File: config.mk
export PLATFORM = sky130hd
export DESIGN_NAME = tmr_evt_flags
export DESIGN_NICKNAME = d
export VERILOG_FILES = /design/src/rtl/tmr_evt_pkg.sv /design/src/rtl/tmr_free_cnt.sv /design/src/rtl/tmr_rti_tick.sv /design/src/rtl/tmr_flag_bank.sv /design/src/rtl/tmr_evt_flags.sv
export SDC_FILE = /design/constraint.sdc
export NUM_CORES = 1
export LEC_CHECK = 0
export ABC_AREA = 1
export ABC_CLOCK_PERIOD_IN_PS = 1800
export BUFFER_PORTS_ARGS = -buffer_cell sky130_fd_sc_hd__buf_2
export CORE_MARGIN = 2
export CORE_UTILIZATION = 40
export CTS_BUF_LIST = sky130_fd_sc_hd__clkbuf_8
export DETAILED_ROUTE_END_ITERATION = 8
export PLACE_DENSITY = 0.57
export SLEW_MARGIN = 30
export SYNTH_ARGS = -nofsm -noshare
export SYNTH_HDL_FRONTEND = slang
export SYNTH_HIERARCHICAL = 1
export SYNTH_SLANG_ARGS = --single-unit
File: constraint.sdc
create_clock -name clk -period 1.8 [get_ports clk]
set_clock_uncertainty 0.15 [all_clocks]
set_input_delay 0.18 -clock clk [delete_from_list [all_inputs] [get_ports clk]]
set_output_delay 0.18 -clock clk [all_outputs]
set_load 0.005 [all_outputs]
File: src/rtl/tmr_evt_pkg.sv
package tmr_evt_pkg;
  localparam logic [1:0] ADDR_FLAG = 2'd0;
  localparam logic [1:0] ADDR_MASK = 2'd1;
  localparam logic [1:0] ADDR_CTL  = 2'd2;

  localparam int NUM_EVT = 4;
  // event order inside the upper nibble, index 3 maps to byte bit 7
  localparam int EVT_WRAP = 3;
  localparam int EVT_TICK = 2;
  localparam int EVT_PAOV = 1;
  localparam int EVT_PAED = 0;

  typedef logic [NUM_EVT-1:0] evt_vec_t;
endpackage

File: src/rtl/tmr_free_cnt.sv
module tmr_free_cnt #(
  parameter int CNT_W = 16
) (
  input  logic             clk,
  input  logic             rst,
  output logic [CNT_W-1:0] cnt,
  output logic             wrap
);
  always_ff @(posedge clk) begin
    if (rst) cnt <= '0;
    else     cnt <= cnt + 1'b1;
  end

  // the next edge takes the counter from all ones to zero
  assign wrap = &cnt;

  p_wrap_zero_r1: assert property (@(posedge clk) disable iff (rst)
    (cnt == {CNT_W{1'b1}}) |=> (cnt == '0));
endmodule

File: src/rtl/tmr_rti_tick.sv
module tmr_rti_tick #(
  parameter int RTI_BASE_LOG2 = 13
) (
  input  logic       clk,
  input  logic       rst,
  input  logic       rate_we,
  input  logic [1:0] rate_wd,
  output logic [1:0] rate,
  output logic       tick
);
  localparam int PRE_W = RTI_BASE_LOG2 + 3;

  logic [PRE_W-1:0] pre;
  logic [PRE_W-1:0] lim;

  always_ff @(posedge clk) begin
    if (rst) begin
      rate <= '0;
      pre  <= '0;
    end else if (rate_we) begin
      rate <= rate_wd;
      pre  <= '0;
    end else begin
      pre  <= pre + 1'b1;
    end
  end

  // RTI_BASE_LOG2 + rate low-order ones
  always_comb lim = {PRE_W{1'b1}} >> (2'd3 - rate);

  assign tick = ((pre & lim) == lim) && !rate_we;

  p_tick_single_r3: assert property (@(posedge clk) disable iff (rst)
    tick |=> !tick);
  p_restart_quiet_r3: assert property (@(posedge clk) disable iff (rst)
    rate_we |=> !tick);
endmodule

File: src/rtl/tmr_flag_bank.sv
module tmr_flag_bank
  import tmr_evt_pkg::*;
(
  input  logic     clk,
  input  logic     rst,
  input  evt_vec_t evt_set,
  input  evt_vec_t evt_clr,
  input  logic     mask_we,
  input  evt_vec_t mask_wd,
  output evt_vec_t flags,
  output evt_vec_t mask,
  output logic     irq
);
  always_ff @(posedge clk) begin
    if (rst) begin
      flags <= '0;
      mask  <= '0;
      irq   <= 1'b0;
    end else begin
      // a set in the same cycle overrides the clear
      flags <= (flags & ~evt_clr) | evt_set;
      if (mask_we) mask <= mask_wd;
      irq   <= |(flags & mask);
    end
  end

  for (genvar i = 0; i < NUM_EVT; i++) begin : g_chk
    p_evt_sets_r6: assert property (@(posedge clk) disable iff (rst)
      evt_set[i] |=> flags[i]);
    p_clear_only_w1c_r5: assert property (@(posedge clk) disable iff (rst)
      $fell(flags[i]) |-> $past(evt_clr[i]));
  end

  p_irq_masked_r9: assert property (@(posedge clk) disable iff (rst)
    (mask == '0) |=> !irq);
endmodule

File: src/rtl/tmr_evt_flags.sv
module tmr_evt_flags
  import tmr_evt_pkg::*;
#(
  parameter int CNT_W         = 16,
  parameter int RTI_BASE_LOG2 = 13
) (
  input  logic             clk,
  input  logic             rst,
  input  logic [1:0]       bus_addr,
  input  logic             bus_we,
  input  logic [7:0]       bus_wdata,
  output logic [7:0]       bus_rdata,
  input  logic             pa_ovf_evt,
  input  logic             pa_edge_evt,
  output logic [CNT_W-1:0] cnt_val,
  output logic             irq
);
  logic     wrap_evt;
  logic     tick_evt;
  logic [1:0] rate;
  evt_vec_t flags;
  evt_vec_t mask;
  evt_vec_t evt_set;
  evt_vec_t evt_clr;
  logic     wr_flag;
  logic     wr_mask;
  logic     wr_ctl;
  logic     wdata_unused;

  assign wr_flag = bus_we && (bus_addr == ADDR_FLAG);
  assign wr_mask = bus_we && (bus_addr == ADDR_MASK);
  assign wr_ctl  = bus_we && (bus_addr == ADDR_CTL);
  assign wdata_unused = ^bus_wdata[3:2];

  tmr_free_cnt #(.CNT_W(CNT_W)) u_cnt (
    .clk  (clk),
    .rst  (rst),
    .cnt  (cnt_val),
    .wrap (wrap_evt)
  );

  tmr_rti_tick #(.RTI_BASE_LOG2(RTI_BASE_LOG2)) u_rti (
    .clk     (clk),
    .rst     (rst),
    .rate_we (wr_ctl),
    .rate_wd (bus_wdata[1:0]),
    .rate    (rate),
    .tick    (tick_evt)
  );

  always_comb begin
    evt_set           = '0;
    evt_set[EVT_WRAP] = wrap_evt;
    evt_set[EVT_TICK] = tick_evt;
    evt_set[EVT_PAOV] = pa_ovf_evt;
    evt_set[EVT_PAED] = pa_edge_evt;
    evt_clr           = wr_flag ? bus_wdata[7:4] : '0;
  end

  tmr_flag_bank u_flags (
    .clk     (clk),
    .rst     (rst),
    .evt_set (evt_set),
    .evt_clr (evt_clr),
    .mask_we (wr_mask),
    .mask_wd (bus_wdata[7:4]),
    .flags   (flags),
    .mask    (mask),
    .irq     (irq)
  );

  always_ff @(posedge clk) begin
    if (rst) begin
      bus_rdata <= '0;
    end else begin
      unique case (bus_addr)
        ADDR_FLAG: bus_rdata <= {flags, 4'b0000};
        ADDR_MASK: bus_rdata <= {mask, 4'b0000};
        ADDR_CTL:  bus_rdata <= {6'b000000, rate};
        default:   bus_rdata <= 8'h00;
      endcase
    end
  end

  p_low_nibble_zero_r7: assert property (@(posedge clk) disable iff (rst)
    ($past(bus_addr) != ADDR_CTL) |-> (bus_rdata[3:0] == 4'h0));
  p_ctl_upper_zero_r7: assert property (@(posedge clk) disable iff (rst)
    ($past(bus_addr) == ADDR_CTL) |-> (bus_rdata[7:2] == 6'h00));
endmodule

==> results of run 1 <==
-- metal layers --
| metal | track usage (%) | vias to the layer above | share of wire [%] |
|---|---|---|---|
| met5 | 0 | - | 0 |
| met1 | 20.5 | 889 | 50 |
| li1 | - | 1130 | - |
| met2 | 26.6 | 28 | 46 |
| met4 | 5.00 | 0 | 1.1 |
| met3 | 3.85 | 5 | 3.3 |
-- path summary, 6_finish.rpt --
kind                                                     to  slack, ns  depth (start not counted)
worst min register to register      u_rti/pre[0]$_SDFF_PP0_       0.32                          1
worst max-delay path            u_flags/flags[2]$_SDFF_PP0_       0.33                          7
worst max register to register  u_flags/flags[2]$_SDFF_PP0_       0.33                          7
worst min-delay path             u_rti/rate[1]$_SDFFE_PP0P_       0.02                          3
-- power groups by stage --
stage | Sequential, mW | Clock (mW) | Combinational, mW
2_1_floorplan | 1.15 | 0 | 0.0728
3_3_place_gp | 1.15 | 0 | 0.114
3_5_place_dp | 1.15 | 0 | 0.116
4_1_cts | 1.12 | 0.652 | 0.127
5_1_grt | 1.13 | 0.697 | 0.146
6_report | 1.12 | 0.613 | 0.126
-- cell usage after synthesis (all sizes together) --
master | number | area share [%]
a211oi | 4 | 1.7
o21bai | 5 | 1.8
nand2 | 85 | 14
nor2 | 73 | 14
a21oi | 21 | 4.6
nand4 | 3 | 0.82
conb | 1 | 0.16
xor2 | 2 | 0.77
ha | 2 | 1.1
a31oi | 1 | 0.27
buf | 5 | 1.4
dfxtp | 49 | 43
nor3b | 2 | 0.66
nor2b | 1 | 0.27
o21a | 3 | 0.98
o21ai | 7 | 1.5
inv | 46 | 7.5
nand3 | 18 | 4.2
nor3 | 2 | 0.44
nand3b | 1 | 0.33
-- area by class of cell --
type	instances	area [um2]	share of cell area (%)
Clock buffer	5	68.8	2.55
Multi-Input combinational cell	232	1110	41.0
Timing Repair Buffer	45	268	9.92
Clock inverter	3	13.8	0.510
Sequential cell	49	981	36.3
Tap cell	72	90.1	3.34
Inverter	46	173	6.39
-- critical path: stages (launching register included) --
cell,delay (ns)
sky130_fd_sc_hd__dfxtp_1,0.39
sky130_fd_sc_hd__ha_1,0.23
sky130_fd_sc_hd__nand2_2,0.10
sky130_fd_sc_hd__nor2_4,0.13
sky130_fd_sc_hd__nand3_2,0.12
sky130_fd_sc_hd__a211oi_2,0.16
sky130_fd_sc_hd__a21oi_1,0.06
sky130_fd_sc_hd__nor2_1,0.08
-- cells by family after synthesis --
family | Yosys count | synth area share, %
AO/OA/AOI/OAI | 41 | 10.9
XOR/XNOR | 2 | 0.766
adder cells (fa/ha/maj) | 2 | 1.09
buffers and inverters | 51 | 8.97
flip-flops | 49 | 42.9
other | 1 | 0.164
AND/OR/NAND/NOR | 185 | 35.2
-- flip-flops by register name, indices dropped and copies added (netlist names) --
name and cells:
bus_rdata 6, u_cnt/cnt 16, u_flags/flags 4, u_flags/irq 1
u_flags/mask 4, u_rti/pre 16, u_rti/rate 2
-- metrics by stage --
step | hold WS [ns] | setup WS, ns | std cells | cell area, um2
5_1_grt | 0.00661 | 0.150 | 452 | 2700
3_3_place_gp | 0.243 | 0.370 | 437 | 2550
3_5_place_dp | 0.244 | 0.344 | 437 | 2550
6_report | 0.0178 | 0.331 | 452 | 2700
4_1_cts | 0.0112 | 0.332 | 452 | 2700
2_1_floorplan | 0.0991 | 0.489 | 332 | 2290
-- what timing repair did --
item                                   CTS  global route
gates resized for setup                  0             0
setup endpoints to repair                0             0
hold buffers                             7             0
endpoints found under the hold margin    7             0
==> metrics.json, run 1 <==
{
  "pwr": {
    "cellLeakagePower_nw": 1.16,
    "final_total_pwr_mw": 1.86,
    "pwr-share-clk_pct": 32.9,
    "p_int_mw": 1.42,
    "swShare_pct": 23.6,
    "power-per-cell-area_nw_per_um2": 690,
    "share_comb_of_total_power_pct": 6.8,
    "net-switching-power_mw": 0.439,
    "ir_worst_vdd_uv": 282,
    "power.share.sequential_pct": 60.3
  },
  "synth": {
    "post_synth.cell_area_avg_um2": 6.91,
    "synth_seq_area_share_pct": 42.9,
    "synthCells": 331,
    "yosysUniqueCellTypes": 29,
    "syn-cell-area_um2": 2290,
    "ys.warnings.count": 6,
    "ys_ff_latch": 49
  },
  "hold_path": {
    "min_path_type": "in2reg",
    "timing.hold.worst.start": "bus_wdata[1]"
  },
  "die": {
    "io_pins": 40,
    "cell_row_count": 27,
    "dieHeight_um": 79.6,
    "floorplan.die.width_um": 79.6,
    "die_area_um2": 6340,
    "initial_core_util_pct": 41.6,
    "placeableCoreArea_um2": 5510
  },
  "final_layout": {
    "flow.area_growth_from_synthesis_pct": 18.0,
    "layout_common_cells": "80 x sky130_fd_sc_hd__nand2_1, 62 x sky130_fd_sc_hd__nor2_1, 49 x sky130_fd_sc_hd__dfxtp_1",
    "drive_above_1_share_pct": 18.2,
    "n_fill_cell": 610,
    "final_net_count": 396,
    "ant_diodes": 0,
    "leading_cell_type_in_the_layout_fill_and_taps_excluded": "sky130_fd_sc_hd__nand2_1",
    "post_route_core_utilization_pct": 49.0
  },
  "critical_path": {
    "worst_setup_path_startpoint": "u_rti/pre[0]$_SDFF_PP0_",
    "worst_ep_arrival_time_ns": 1.56,
    "worst-endpoint-required_ns": 1.89,
    "rr_startpoint": "u_rti/pre[0]$_SDFF_PP0_",
    "critPathLaunchType": "register",
    "crit_fanout": 4,
    "worst_setup_path_end_kind": "register",
    "setup.worst_path.class": "reg2reg"
  },
  "clock_network": {
    "path_clk_slew_ns": 0.09,
    "cts_root_buf": "sky130_fd_sc_hd__clkbuf_8",
    "worst_skew_pair.late_latency_ns": 0.29,
    "cts_max_level": 2,
    "cts_tree": "built",
    "cts_setup_buffers": 0,
    "cts-buffers-inserted": 5,
    "cts-root-to-sink-buffers": 2,
    "clock_sink_count": 49
  },
  "global_route": {
    "initial_antenna_violation_count": 0,
    "grt_pass1_vias": 1851,
    "grt_start_max_net_pins": 16,
    "overflow": 0,
    "global_route_wire_length_before_repair_um": 8070,
    "track_usage_pct": 16.0
  },
  "place": {
    "gp_congestion": 0.773,
    "placement.io_buffers": 35,
    "place.detailed.hpwl_um": 3510
  },
  "timing": {
    "period_share_pct": 81.6,
    "timing.final.max_slew_violations": 0,
    "total_negative_setup_slack_ns": 0,
    "timing.final.crit_period_ns": 1.47,
    "final_hold_viol_count": 0,
    "rsz0062_at_grt": "no",
    "report.final.setup_viol": 0,
    "top_achievable_clock_speed_ghz": 0.681
  },
  "run_status": {
    "outcome": "finished clean"
  },
  "route": {
    "first_pass_iteration_count_of_the_detailed_router": 4,
    "wirelength_um": 4570,
    "first_iter_violations": 90,
    "wl_per_cell_um": 10.1,
    "postRouteAntennaNets": 0,
    "detail_route.drc_violations": 0,
    "via_per_inst": 4.54,
    "num_vias": 2052
  },
  "flow_run": {
    "number_of_max_cap_violations": 0
  }
}
No activity file was read; power rests on OpenSTA's default activity.
==> run 2, diff against run 1 <==
--- a/config.mk
+++ b/config.mk
@@ -6,7 +6,7 @@
 export NUM_CORES = 1
 export LEC_CHECK = 0
 export ABC_AREA = 1
-export ABC_CLOCK_PERIOD_IN_PS = 1800
+export ABC_CLOCK_PERIOD_IN_PS = 1500
 export BUFFER_PORTS_ARGS = -buffer_cell sky130_fd_sc_hd__buf_2
 export CORE_MARGIN = 2
 export CORE_UTILIZATION = 40
==> constraint.sdc (replaced) <==
create_clock -name clk -period 1.5 [get_ports clk]
set_clock_uncertainty 0.15 [all_clocks]
set_input_delay 0.15 -clock clk [delete_from_list [all_inputs] [get_ports clk]]
set_output_delay 0.15 -clock clk [all_outputs]
set_load 0.005 [all_outputs]
==> run 2 against run 1 <==
  * Clock-buffer cell count is the same
  * Fmax is 7.9% higher
  * Utilization increased by 1.9 points
  * Sequential share of layout area decreased by 1.3 points
  * Global-route usage up 0.57 points
  * Largest cell class unchanged
==> metrics.json, run 2 (synthesis gave the netlist of run 1 again) <==
{
  "critical_path": {
    "buf_inv_on_cp": {"value": 0, "change": "unchanged"},
    "cell_with_the_biggest_individual_delay_on_the_critical_path": "sky130_fd_sc_hd__dfxtp_2",
    "rr_startpoint": "u_rti/pre[1]$_SDFF_PP0_",
    "worst_setup_path_startpoint": "u_rti/pre[1]$_SDFF_PP0_",
    "cp_cell_sequence": "ha_4 > nand2_2 > nor2_4 > nand3_2 > a211oi_2 > a21oi_1 > nor2_1",
    "worst_ep_arrival_time": {"value": 1.46, "unit": "ns", "change": "-0.10 ns"},
    "cp_num_cells": {"value": 7, "change": "unchanged"},
    "r2r.worst_path.cells": {"value": 7, "change": "unchanged"},
    "crit-reg2reg-capture": "u_flags/flags[2]$_SDFF_PP0_",
    "worst_path_dominant_cell_family": "simple AND/OR/NAND/NOR gates",
    "worst-endpoint-required": {"value": 1.59, "unit": "ns", "change": "-0.30 ns"},
    "crit_fanout": {"value": 3, "change": "-1"},
    "worst_setup_path_end_kind": "register",
    "timing.reg2reg.setup_slack": {"value": 0.14, "unit": "ns", "change": "-0.19 ns"},
    "critPathLaunchType": "register",
    "critPathCapture": "u_flags/flags[2]$_SDFF_PP0_",
    "critPathMaxStageDelay": {"value": 0.37, "unit": "ns", "change": "-0.02 ns"},
    "setup.worst_path.class": "reg2reg"
  },
  "timing": {
    "total_negative_setup_slack": {"value": 0, "unit": "ns", "change": "unchanged"},
    "timing.final.max_slew_violations": {"value": 0, "change": "unchanged"},
    "report.final.setup_viol": {"value": 0, "change": "unchanged"},
    "timing.final.crit_period": {"value": 1.36, "unit": "ns", "change": "-0.108 ns"},
    "final_hold_viol_count": {"value": 0, "change": "unchanged"},
    "rsz0062_at_grt": "no",
    "top_achievable_clock_speed": {"value": 0.735, "unit": "GHz", "change": "+7.9%"},
    "period_share": {"value": 90.7, "unit": "%", "change": "+9.1 points"}
  },
  "global_route": {
    "initial_antenna_violation_count": {"value": 0, "change": "unchanged"},
    "grt_start_max_net_pins": {"value": 18, "change": "+2"},
    "grt_pass1_vias": {"value": 1936, "change": "+4.6%"},
    "overflow": {"value": 0, "change": "unchanged"},
    "global_route_wire_length_before_repair": {"value": 8340, "unit": "um", "change": "+3.4%"},
    "track_usage": {"value": 16.6, "unit": "%", "change": "+0.57 points"}
  },
  "clock_network": {
    "path_clk_slew": {"value": 0.09, "unit": "ns", "change": "about the same"},
    "cts_tree": "built",
    "worst_skew_pair.late_latency": {"value": 0.30, "unit": "ns", "change": "about the same"},
    "cts-buffers-inserted": {"value": 5, "change": "unchanged"},
    "cts-root-to-sink-buffers": {"value": 2, "change": "unchanged"},
    "cts_setup_buffers": {"value": 0, "change": "unchanged"},
    "clock_sink_count": {"value": 49, "change": "unchanged"},
    "cts_max_level": {"value": 2, "change": "unchanged"},
    "cts_root_buf": "sky130_fd_sc_hd__clkbuf_8"
  },
  "flow_run": {
    "number_of_max_cap_violations": {"value": 0, "change": "unchanged"}
  },
  "pwr": {
    "ir_worst_vdd": {"value": 421, "unit": "uV", "change": "+49%"},
    "cellLeakagePower": {"value": 1.21, "unit": "nW", "change": "+3.7%"},
    "power-per-cell-area": {"value": 933, "unit": "nW/um2", "change": "+35%"}
  },
  "run_status": {
    "outcome": "finished clean"
  },
  "final_layout": {
    "drive_above_1_share": {"value": 20.0, "unit": "%", "change": "+1.8 points"},
    "layout_common_cells": "80 x sky130_fd_sc_hd__nand2_1, 62 x sky130_fd_sc_hd__nor2_1, 47 x sky130_fd_sc_hd__dfxtp_1",
    "flow.area_growth_from_synthesis_pct": 22.6,
    "reg.largest.list": "u_cnt/cnt x16, u_rti/pre x16, bus_rdata x6",
    "post_route_core_utilization": {"value": 51.0, "unit": "%", "change": "+1.9 points"},
    "final_net_count": {"value": 401, "change": "+1.3%"},
    "ant_diodes": {"value": 0, "change": "unchanged"},
    "leading_cell_type_in_the_layout_fill_and_taps_excluded": "sky130_fd_sc_hd__nand2_1"
  },
  "die": {
    "cell_row_count": {"value": 27, "change": "unchanged"},
    "placeableCoreArea": {"value": 5510, "unit": "um2", "change": "unchanged"},
    "io_pins": {"value": 40, "change": "unchanged"},
    "floorplan.die.width": {"value": 79.6, "unit": "um", "change": "unchanged"},
    "dieHeight": {"value": 79.6, "unit": "um", "change": "unchanged"},
    "initial_core_util": {"value": 41.6, "unit": "%", "change": "unchanged"},
    "die_area": {"value": 6340, "unit": "um2", "change": "unchanged"}
  },
  "route": {
    "wl_per_cell": {"value": 10.3, "unit": "um", "change": "+1.5%"},
    "first_pass_iteration_count_of_the_detailed_router": {"value": 4, "change": "unchanged"},
    "first_iter_violations": {"value": 67, "change": "-26%"},
    "postRouteAntennaNets": {"value": 0, "change": "unchanged"},
    "wirelength": {"value": 4690, "unit": "um", "change": "+2.6%"},
    "num_vias": {"value": 2076, "change": "+1.2%"},
    "detail_route.drc_violations": {"value": 0, "change": "unchanged"},
    "via_per_inst": {"value": 4.54, "change": "about the same"}
  },
  "place": {
    "gp_congestion": {"value": 0.792, "change": "+2.5%"},
    "placement.io_buffers": {"value": 35, "change": "unchanged"},
    "place.detailed.hpwl": {"value": 3540, "unit": "um", "change": "+0.98%"}
  },
  "hold_path": {
    "min_path_type": "in2reg"
  }
}
[run 2: changes by cell type in the layout (fill, tap and decap cells not counted), moves of 2 or more]
cell / previous run / this run
sky130_fd_sc_hd__buf_4: 3 / 7
sky130_fd_sc_hd__dfxtp_2: 0 / 2
sky130_fd_sc_hd__dfxtp_1: 49 / 47
sky130_fd_sc_hd__bufinv_16: 0 / 2
[run 2: per-layer routing]
layer | vias up | track usage, % | wire, um
met5 | - | 0 | 0
met4 | 0 | 5.17 | 21
met3 | 2 | 4.30 | 172
met2 | 29 | 27.6 | 2200
met1 | 915 | 20.9 | 2300
li1 | 1130 | - | -
[run 2: stage by stage]
stage          instances  hold slack [ns]  power [mW]  setup slack [ns]  instance area (um2)
2_1_floorplan        332           0.0691        1.46             0.189                 2290
3_3_place_gp         441            0.212        1.53             0.123                 2580
3_5_place_dp         441            0.218        1.53            0.0971                 2580
4_1_cts              457           0.0153        2.66            0.0774                 2790
5_1_grt              457           0.0205        2.74           0.00260                 2810
6_report             457           0.0166        2.62             0.139                 2810
[run 2: worst register-to-register path: cells and delay by family (launching register included)]
kind	cells	cell delay [ns]
fa+ha+maj	1	0.15
flops	1	0.37
compound gates	2	0.21
simple gates	4	0.45
[run 2: final cells by class]
type,instances,area [um2]
fill,597,2700
timing repair buffer,50,308
clock inverter,3,65.1
clock buffer,5,68.8
tap,72,90.1
sequential,49,983
multi-input combinational,232,1120
inverter,46,173
[run 2: what timing repair did]
item,in CTS,in global routing
setup endpoints to repair,0,3
hold buffers,8,0
gates resized for setup,0,4
hold endpoints to repair,8,0
[run 2: worst min path at each step]
stage / cells after the start / to / slack, ns / from
5_1_grt: 2 / u_cnt/cnt[5]$_SDFF_PP0_ / 0.02 / rst
3_5_place_dp: 3 / u_flags/flags[1]$_SDFF_PP0_ / 0.22 / pa_ovf_evt
3_3_place_gp: 3 / u_flags/flags[0]$_SDFF_PP0_ / 0.21 / pa_edge_evt
6_report: 2 / u_cnt/cnt[5]$_SDFF_PP0_ / 0.02 / rst
4_1_cts: 2 / u_cnt/cnt[5]$_SDFF_PP0_ / 0.02 / rst
2_1_floorplan: 1 / bus_rdata[4]$_SDFF_PP0_ / 0.07 / rst
[run 2: where the power goes]
part	total, mW	switching, mW	internal, mW
clock network	1.10	0.438	0.662
logic	0.171	0.0921	0.0787
registers	1.35	0.0205	1.33
total	2.62	0.550	2.07
